[src/rtl/mcm_pkg.sv]
package mcm_pkg;

    localparam int DATA_W    = 8;
    localparam int REG_COUNT = 4;
    localparam int REG_IDX_W = $clog2(REG_COUNT);

    // Register numbering (decoded by the index latch)
    localparam int IDX_CHR   = 0;
    localparam int IDX_INNER = 1;
    localparam int IDX_MODE  = 2;
    localparam int IDX_OUTER = 3;

    // Mode register field positions
    localparam int MODE_NT_LSB   = 0;
    localparam int MODE_SLOT_BIT = 2;
    localparam int MODE_HALF_BIT = 3;
    localparam int MODE_GS_LSB   = 4;

    typedef enum logic [1:0] {
        RGN_OTHER  = 2'd0,
        RGN_SELECT = 2'd1,
        RGN_WRAM   = 2'd2,
        RGN_BANK   = 2'd3
    } cpu_region_e;

    typedef enum logic [1:0] {
        NT_ONE_LO     = 2'd0,
        NT_ONE_HI     = 2'd1,
        NT_VERTICAL   = 2'd2,
        NT_HORIZONTAL = 2'd3
    } nt_mode_e;

    // Region from the top nibble of the CPU address
    function automatic cpu_region_e decode_region(input logic [3:0] nib);
        cpu_region_e r;
        if (nib[3])
            r = RGN_BANK;
        else if (nib == 4'h5)
            r = RGN_SELECT;
        else if (nib[3:1] == 3'b011)
            r = RGN_WRAM;
        else
            r = RGN_OTHER;
        return r;
    endfunction

endpackage

[src/rtl/mcm_regfile.sv]
module mcm_regfile
    import mcm_pkg::*;
(
    input  logic                                  clk,
    input  logic                                  rst,
    input  logic [3:0]                            cpu_nib,
    input  logic [DATA_W-1:0]                     cpu_data,
    input  logic                                  cpu_wr,
    output logic [REG_COUNT-1:0][DATA_W-1:0]      regs_o,
    output logic                                  mbit_o
);

    cpu_region_e                       region;
    logic                              sel_wr;
    logic                              bank_wr;
    logic [REG_IDX_W-1:0]              sel_q;
    logic [REG_COUNT-1:0][DATA_W-1:0]  regs_q;
    logic                              mbit_q;

    always_comb begin
        region  = decode_region(cpu_nib);
        sel_wr  = 1'b0;
        bank_wr = 1'b0;
        if (cpu_wr) begin
            unique case (region)
                RGN_SELECT: sel_wr  = 1'b1;
                RGN_BANK:   bank_wr = 1'b1;
                RGN_WRAM,
                RGN_OTHER:  ;
                default:    ;
            endcase
        end
    end

    // Index latch
    always_ff @(posedge clk) begin
        if (rst)
            sel_q <= '0;
        else if (sel_wr)
            sel_q <= {cpu_data[DATA_W-1], cpu_data[0]};
    end

    // Banking registers
    always_ff @(posedge clk) begin
        if (rst) begin
            regs_q <= '0;
        end else if (bank_wr) begin
            for (int r = 0; r < REG_COUNT; r++) begin
                if (sel_q == REG_IDX_W'(r))
                    regs_q[r] <= cpu_data;
            end
        end
    end

    // Mirroring bit
    always_ff @(posedge clk) begin
        if (rst) begin
            mbit_q <= 1'b0;
        end else if (bank_wr) begin
            unique case (sel_q)
                REG_IDX_W'(IDX_CHR),
                REG_IDX_W'(IDX_INNER): mbit_q <= cpu_data[4];
                REG_IDX_W'(IDX_MODE):  mbit_q <= cpu_data[0];
                default:               mbit_q <= mbit_q;
            endcase
        end
    end

    assign regs_o = regs_q;
    assign mbit_o = mbit_q;

    AST_SEL_LOAD: assert property (@(posedge clk) disable iff (rst)
        (cpu_wr && cpu_nib == 4'h5) |=> (sel_q == $past({cpu_data[DATA_W-1], cpu_data[0]})))
        else $error("index latch mismatch");

    AST_REG_STORE: assert property (@(posedge clk) disable iff (rst)
        (cpu_wr && cpu_nib[3]) |=> (regs_q[$past(sel_q)] == $past(cpu_data)))
        else $error("banking register not stored");

    AST_NONBANK_HOLD: assert property (@(posedge clk) disable iff (rst)
        (cpu_wr && !cpu_nib[3]) |=> $stable(regs_q))
        else $error("register changed outside banking range");

    AST_MBIT_HOLD: assert property (@(posedge clk) disable iff (rst)
        (cpu_wr && cpu_nib[3] && sel_q == REG_IDX_W'(IDX_OUTER)) |=> $stable(mbit_q))
        else $error("mirroring bit moved on outer write");

    AST_IDLE_HOLD: assert property (@(posedge clk) disable iff (rst)
        (!cpu_wr) |=> ($stable(regs_q) && $stable(sel_q) && $stable(mbit_q)))
        else $error("state changed without write");

    AST_RESET_CLEAR: assert property (@(posedge clk)
        $past(rst) |-> (regs_q == '0 && sel_q == '0 && !mbit_q))
        else $error("reset did not clear state");

endmodule

[src/rtl/mcm_prg_map.sv]
module mcm_prg_map #(
    parameter int OUTER_W = 8,
    parameter int INNER_W = 4,
    parameter int OFS_W   = 14,
    localparam int PAGE_W = OUTER_W + 1
) (
    input  logic [OUTER_W-1:0]      outer,
    input  logic [INNER_W-1:0]      inner,
    input  logic                    slot,
    input  logic                    half_mode,
    input  logic [1:0]              game_size,
    input  logic [OFS_W:0]          cpu_low,
    output logic [PAGE_W+OFS_W-1:0] prg_addr
);

    logic [PAGE_W-1:0] imask;
    logic [PAGE_W-1:0] omask;
    logic [PAGE_W-1:0] base;
    logic [PAGE_W-1:0] inner_pg;
    logic [PAGE_W-1:0] dbl_pg;
    logic [PAGE_W-1:0] page [2];
    logic [PAGE_W-1:0] cur_page;

    always_comb begin
        for (int k = 0; k < PAGE_W; k++)
            imask[k] = (k <= int'(game_size));
        omask    = ~imask;
        base     = {outer, 1'b0};
        inner_pg = PAGE_W'(inner);
        dbl_pg   = {inner_pg[PAGE_W-2:0], 1'b0};
    end

    for (genvar gi = 0; gi < 2; gi++) begin : g_slot
        localparam logic [PAGE_W-1:0] HALF = PAGE_W'(gi);
        always_comb begin
            if (!half_mode)
                page[gi] = (base & omask) | ((dbl_pg | HALF) & imask);
            else if (slot != HALF[0])
                page[gi] = (base & omask) | (inner_pg & imask);
            else
                page[gi] = {base[PAGE_W-1:1], HALF[0]};
        end
    end

    always_comb begin
        cur_page = cpu_low[OFS_W] ? page[1] : page[0];
        prg_addr = {cur_page, cpu_low[OFS_W-1:0]};
    end

    always_comb begin
        if (!half_mode) begin
            AST_PAIR_32K: assert (page[1] == (page[0] | PAGE_W'(1)))
                else $error("32K pages not an even/odd pair");
        end
    end

    always_comb begin
        if (half_mode && !slot) begin
            AST_FIXED_LO: assert (page[0] == {outer, 1'b0})
                else $error("fixed lower page wrong");
        end
        if (half_mode && slot) begin
            AST_FIXED_HI: assert (page[1] == {outer, 1'b1})
                else $error("fixed upper page wrong");
        end
    end

endmodule

[src/rtl/mcm_ppu_map.sv]
module mcm_ppu_map
    import mcm_pkg::*;
#(
    parameter int CHR_BANK_W = 2,
    parameter int CHR_OFS_W  = 13,
    localparam int CHR_AW    = CHR_BANK_W + CHR_OFS_W
) (
    input  logic [CHR_BANK_W-1:0] chr_bank,
    input  logic [1:0]            nt_sel,
    input  logic                  mbit,
    input  logic [CHR_OFS_W-1:0]  ppu_low,
    output logic [CHR_AW-1:0]     chr_addr,
    output logic                  nt_a10
);

    nt_mode_e mode;

    always_comb begin
        chr_addr = {chr_bank, ppu_low};
        mode     = nt_mode_e'(nt_sel);
        unique case (mode)
            NT_ONE_LO,
            NT_ONE_HI:     nt_a10 = mbit;
            NT_VERTICAL:   nt_a10 = ppu_low[10];
            NT_HORIZONTAL: nt_a10 = ppu_low[11];
            default:       nt_a10 = mbit;
        endcase
    end

endmodule

[src/rtl/mcart_mapper.sv]
module mcart_mapper
    import mcm_pkg::*;
#(
    parameter int OUTER_W    = 8,
    parameter int INNER_W    = 4,
    parameter int CHR_BANK_W = 2
) (
    input  logic                       clk,
    input  logic                       rst,
    input  logic [15:0]                cpu_addr,
    input  logic [DATA_W-1:0]          cpu_data,
    input  logic                       cpu_wr,
    input  logic [13:0]                ppu_addr,
    output logic [OUTER_W+14:0]        prg_addr,
    output logic [CHR_BANK_W+12:0]     chr_addr,
    output logic                       wram_en,
    output logic                       nt_a10
);

    localparam int PRG_OFS_W = 14;
    localparam int CHR_OFS_W = 13;

    logic [REG_COUNT-1:0][DATA_W-1:0] regs;
    logic                             mbit;
    logic [DATA_W-1:0]                mode_r;
    logic [DATA_W-1:0]                outer_r;
    logic                             unused_bits;

    mcm_regfile i_regs (
        .clk      (clk),
        .rst      (rst),
        .cpu_nib  (cpu_addr[15:12]),
        .cpu_data (cpu_data),
        .cpu_wr   (cpu_wr),
        .regs_o   (regs),
        .mbit_o   (mbit)
    );

    assign mode_r  = regs[IDX_MODE];
    assign outer_r = regs[IDX_OUTER];

    mcm_prg_map #(
        .OUTER_W (OUTER_W),
        .INNER_W (INNER_W),
        .OFS_W   (PRG_OFS_W)
    ) i_prg (
        .outer     (outer_r[OUTER_W-1:0]),
        .inner     (regs[IDX_INNER][INNER_W-1:0]),
        .slot      (mode_r[MODE_SLOT_BIT]),
        .half_mode (mode_r[MODE_HALF_BIT]),
        .game_size (mode_r[MODE_GS_LSB+:2]),
        .cpu_low   (cpu_addr[PRG_OFS_W:0]),
        .prg_addr  (prg_addr)
    );

    mcm_ppu_map #(
        .CHR_BANK_W (CHR_BANK_W),
        .CHR_OFS_W  (CHR_OFS_W)
    ) i_ppu (
        .chr_bank (regs[IDX_CHR][CHR_BANK_W-1:0]),
        .nt_sel   (mode_r[MODE_NT_LSB+:2]),
        .mbit     (mbit),
        .ppu_low  (ppu_addr[CHR_OFS_W-1:0]),
        .chr_addr (chr_addr),
        .nt_a10   (nt_a10)
    );

    assign wram_en = (decode_region(cpu_addr[15:12]) == RGN_WRAM);

    assign unused_bits = ^{regs[IDX_CHR][DATA_W-1:CHR_BANK_W],
                           regs[IDX_INNER][DATA_W-1:INNER_W],
                           mode_r[DATA_W-1:6], ppu_addr[13]};

    always_comb begin
        AST_WRAM_WINDOW: assert (wram_en == (cpu_addr >= 16'h6000 && cpu_addr <= 16'h7FFF))
            else $error("work RAM window decode wrong");
    end

endmodule

[config.mk]
export PLATFORM = sky130hd
export DESIGN_NAME = mcart_mapper
export DESIGN_NICKNAME = d
export VERILOG_FILES = /design/src/rtl/mcm_pkg.sv /design/src/rtl/mcm_regfile.sv /design/src/rtl/mcm_prg_map.sv /design/src/rtl/mcm_ppu_map.sv /design/src/rtl/mcart_mapper.sv
export SDC_FILE = /design/constraint.sdc
export NUM_CORES = 1
export LEC_CHECK = 0
export BUFFER_PORTS_ARGS = -buffer_cell sky130_fd_sc_hd__buf_4
export CAP_MARGIN = 20
export CORE_ASPECT_RATIO = 0.5
export CORE_MARGIN = 2
export CORE_UTILIZATION = 38
export DETAILED_ROUTE_END_ITERATION = 10
export HOLD_SLACK_MARGIN = 0.15
export MAX_ROUTING_LAYER = met4
export PLACE_DENSITY = 0.75
export REMOVE_ABC_BUFFERS = 1
export SYNTH_ARGS = -nofsm -noshare
export SYNTH_HDL_FRONTEND = slang
export SYNTH_SLANG_ARGS = --single-unit
[constraint.sdc]
create_clock -name clk -period 1.1 [get_ports clk]
set_clock_uncertainty 0.05 [all_clocks]
set_input_delay 0.11 -clock clk [delete_from_list [all_inputs] [get_ports clk]]
set_output_delay 0.11 -clock clk [all_outputs]
set_load 0.1 [all_outputs]
==> summary by stage <==
Setup path
The largest fanout of any net on the critical path is 3. Data on the critical path arrives at its endpoint at 1.55 ns. The most critical setup path has its startpoint at i_regs.regs_o[18]. The launch point of the worst reg-to-reg path is i_regs.sel_q[0]. Among cell families on the critical path, the largest total delay comes from compound AO/OA/AOI/OAI gates. The worst setup path is captured at an output port. The number of buffer and inverter instances along the worst setup path is 1. The library cell contributing the largest single delay on the critical path is dfxtp_4. The worst register-to-register path ends at i_regs.mbit_o. The worst setup path is of the register to output port kind. In this run the number of cells on the critical path is 4. Traced cell by cell, the critical path runs through xor2_4, a31oi_1, o22ai_1, buf_6.

The critical path startpoint category is a register. The number of cells on the worst reg-to-reg path is 3. The critical path ends at prg_addr[17]. The setup slack of the worst register-to-register path is -0.06 ns. STA puts the critical path data required time at 0.94 ns. The largest stage delay on the critical path is 0.40 ns.

Worst hold path
The tightest min-delay check is of the primary input to output port type.

Clock network
The tree built by TritonCTS fans out to 23 sinks. TritonCTS built the clock tree. CTS built an H-tree with a depth of 1.

The CTS buffer count is 3. The clock reaches the later pin of the worst-skew pair after 0.27 ns. The library cell used as clock root buffer is clkbuf_8.

The clock transition time at the flip-flop clock pins of the worst setup and hold paths is 0.08 ns. The maximum number of buffers from clock root to sink is 2.

Synthesis
The number of synthesized register bits is 23. Yosys mapped the design onto 29 distinct sky130hd cell types. In this run the mean area of a mapped cell was 8.531 um2. Counting flops with an async set or reset pin after synthesis yields a share of 0%. The synthesized design contains 0 enable-type register cells.

The total number of yosys warnings is 0. The sequential-to-total area share from yosys stat is 35.05%. Among all flip-flop cells after synthesis, the most frequent one is dfxtp_1.

The synthesized netlist occupies a cell area of 1314 um2. The cell count after synthesis came out at 154.

Drt
The number of detailed-routing iterations run before antenna repair is 4. After detailed routing, the total wire length is 4.611 mm. The number of nets with antenna violations after detailed routing is 0.

The number of vias in the routed layout is 1231. Using the TritonRoute via totals, the vias-per-cell ratio works out to 5.621. After the first detailed-routing iteration, the DRC count stood at 125. The average wire per cell in the routed design is 21.05 um.

The number of remaining DRC errors is 0.

STA
The transition time at the pin with the least slew margin is 0.3804 ns. The tightest hold margin is 0.1707 ns. The post-layout worst setup margin is -0.6082 ns.

Setup repair after global routing could not meet its margin everywhere. The number of setup violations in the final report is 15. Dividing the final minimum period by the clock period gives 155.3%. The smallest clock period supported by the final layout is computed as 1.708 ns. The timing-limited maximum frequency is 585.4 MHz. The number of slew-limit violations in the final report is 0. The final setup TNS is -2.463 ns.

The worst pin sits at a relative slew slack of 74.42%. The final hold violation count is 0.

Finish
0 antenna diodes ended up in the layout. The finished cells cover 1859 um2. Leaving out fill and tap cells, the most frequent cells in the layout are buf_4 (28), dfxtp_1 (16), mux2i_1 (15), buf_6 (15). The proportion of layout cells with a drive suffix above 1 is 49.72%. Leaving out fill and tap cells, the most frequent cell in the layout is buf_4.

At the end of the flow, the number of nets in the layout was 219. The layout-stage area growth over the synthesis result is 41.52%.

Flow run
The tool flagged a number of max-cap violations equal to 0.

Power
The cell leakage power is 0.8090 nW. The worst supply voltage drop on vdd is 0.3848 mV. Dividing total power by cell area gives a power density of 937.7 nW/um2.

Floorplanning
The row count is 15. The width of the die is 87.16 um. The total die area is 3972 um2.

The top-level port count is 81. The effective utilization at floorplan is 38.89%. The die is 45.58 um tall.

The core box area is 3378 um2.

Global route
Summed over all layers, the global routing overflow is 0. The initial antenna violation count is 0. Entering global routing, the biggest net connects 26 pins.

The wire length of the first global-routing pass is 5.616 mm. The aggregate global-route resource usage is 19.86%. The number of global-route vias before repair came to 1098.

Placed design
In this run the tool buffered the top-level ports with 33 buffer cells. The placement-stage cell area is 1401 um2. Detailed placement finished with a half-perimeter wire length of 2.486 mm. At the end of routability-driven placement, the weighted congestion stood at 0.8277.

Status
The checks that failed: negative setup slack. The run finished, with violations left.
-- Yosys cell counts (3+ instances only) --
| library cell | n | area share (%) |
|---|---|---|
| nor2_1 | 13 | 3.7 |
| dfxtp_1 | 23 | 35 |
| mux2i_1 | 15 | 11 |
| nand2_1 | 20 | 5.7 |
| a21oi_1 | 13 | 5.0 |
| o21ai_0 | 3 | 1.1 |
| nand2b_1 | 4 | 1.9 |
| buf_4 | 33 | 19 |
-- how the worst min path moves through the flow --
| stage | startpoint | end | slack [ns] | depth (start not counted) |
|---|---|---|---|---|
| 2_1_floorplan | rst | i_regs.regs_o[24] | 0.13 | 1 |
| 3_3_place_gp | ppu_addr[3] | chr_addr[3] | 0.17 | 0 |
| 3_5_place_dp | ppu_addr[3] | chr_addr[3] | 0.17 | 0 |
| 4_1_cts | ppu_addr[3] | chr_addr[3] | 0.17 | 0 |
| 5_1_grt | ppu_addr[3] | chr_addr[3] | 0.17 | 0 |
| 6_report | cpu_addr[0] | prg_addr[0] | 0.17 | 0 |
-- power by group --
| part | internal [mW] | switching (mW) |
|---|---|---|
| clock network | 0.257 | 0.278 |
| registers | 0.833 | 0.00755 |
| logic | 0.135 | 0.233 |
-- metal layers --
metal | GRT usage (%) | wire length (um) | vias up
met5 | - | 0 | -
met4 | 4.615 | 122 | 0
met3 | 11.78 | 524 | 14
met2 | 29.62 | 2118 | 82
met1 | 23.19 | 1846 | 594
li1 | - | - | 541
-- through the flow --
step / setup WS [ns] / power, mW / util, % / instances
2_1_floorplan: -1.361 / 0.9758 / - / 117
3_3_place_gp: -0.2617 / 1.145 / 41.48 / 199
3_5_place_dp: -0.3463 / 1.149 / 41.48 / 199
4_1_cts: -0.4506 / 1.708 / 49.70 / 216
5_1_grt: -0.6209 / 1.786 / 55.04 / 219
6_report: -0.6082 / 1.743 / 55.04 / 219
-- sequential cells by signal, summed over array words and instances (netlist names) --
| signal | flops |
|---|---|
| i_regs.mbit_o | 1 |
| i_regs.sel_q | 2 |
| i_regs.regs_o | 20 |
-- cell type report --
| class | instances | area (um2) |
|---|---|---|
| Timing Repair Buffer | 56 | 534.3 |
| Clock inverter | 1 | 7.507 |
| Clock buffer | 3 | 41.29 |
| Tap cell | 42 | 52.55 |
| Fill cell | 251 | 1519 |
| Inverter | 1 | 3.754 |
| Sequential cell | 23 | 476.7 |
| Multi-Input combinational cell | 93 | 743.2 |
-- repair_timing --
item,4_1_cts,5_1_grt
pin swaps,7,20
hold buffers,10,0
endpoints found under the hold margin,21,0
setup endpoints to repair,26,28
gates resized for setup,28,41
buffers inserted,3,4
-- kinds of logic after synthesis --
group           Yosys count  synth area share, %
simple gates             55                22.95
flops                    23                35.05
xor+xnor                  2                1.334
buf+inv                  38                20.48
mux                      15                11.43
compound gates           21                8.762
-- worst reg2reg max path, cell delays in order (launching register included) --
cell and delay [ns]:
dfxtp_4 0.40, and2b_2 0.24, mux2i_1 0.13, a311oi_1 0.25
Note: power is estimated with default switching activity, not from simulation.
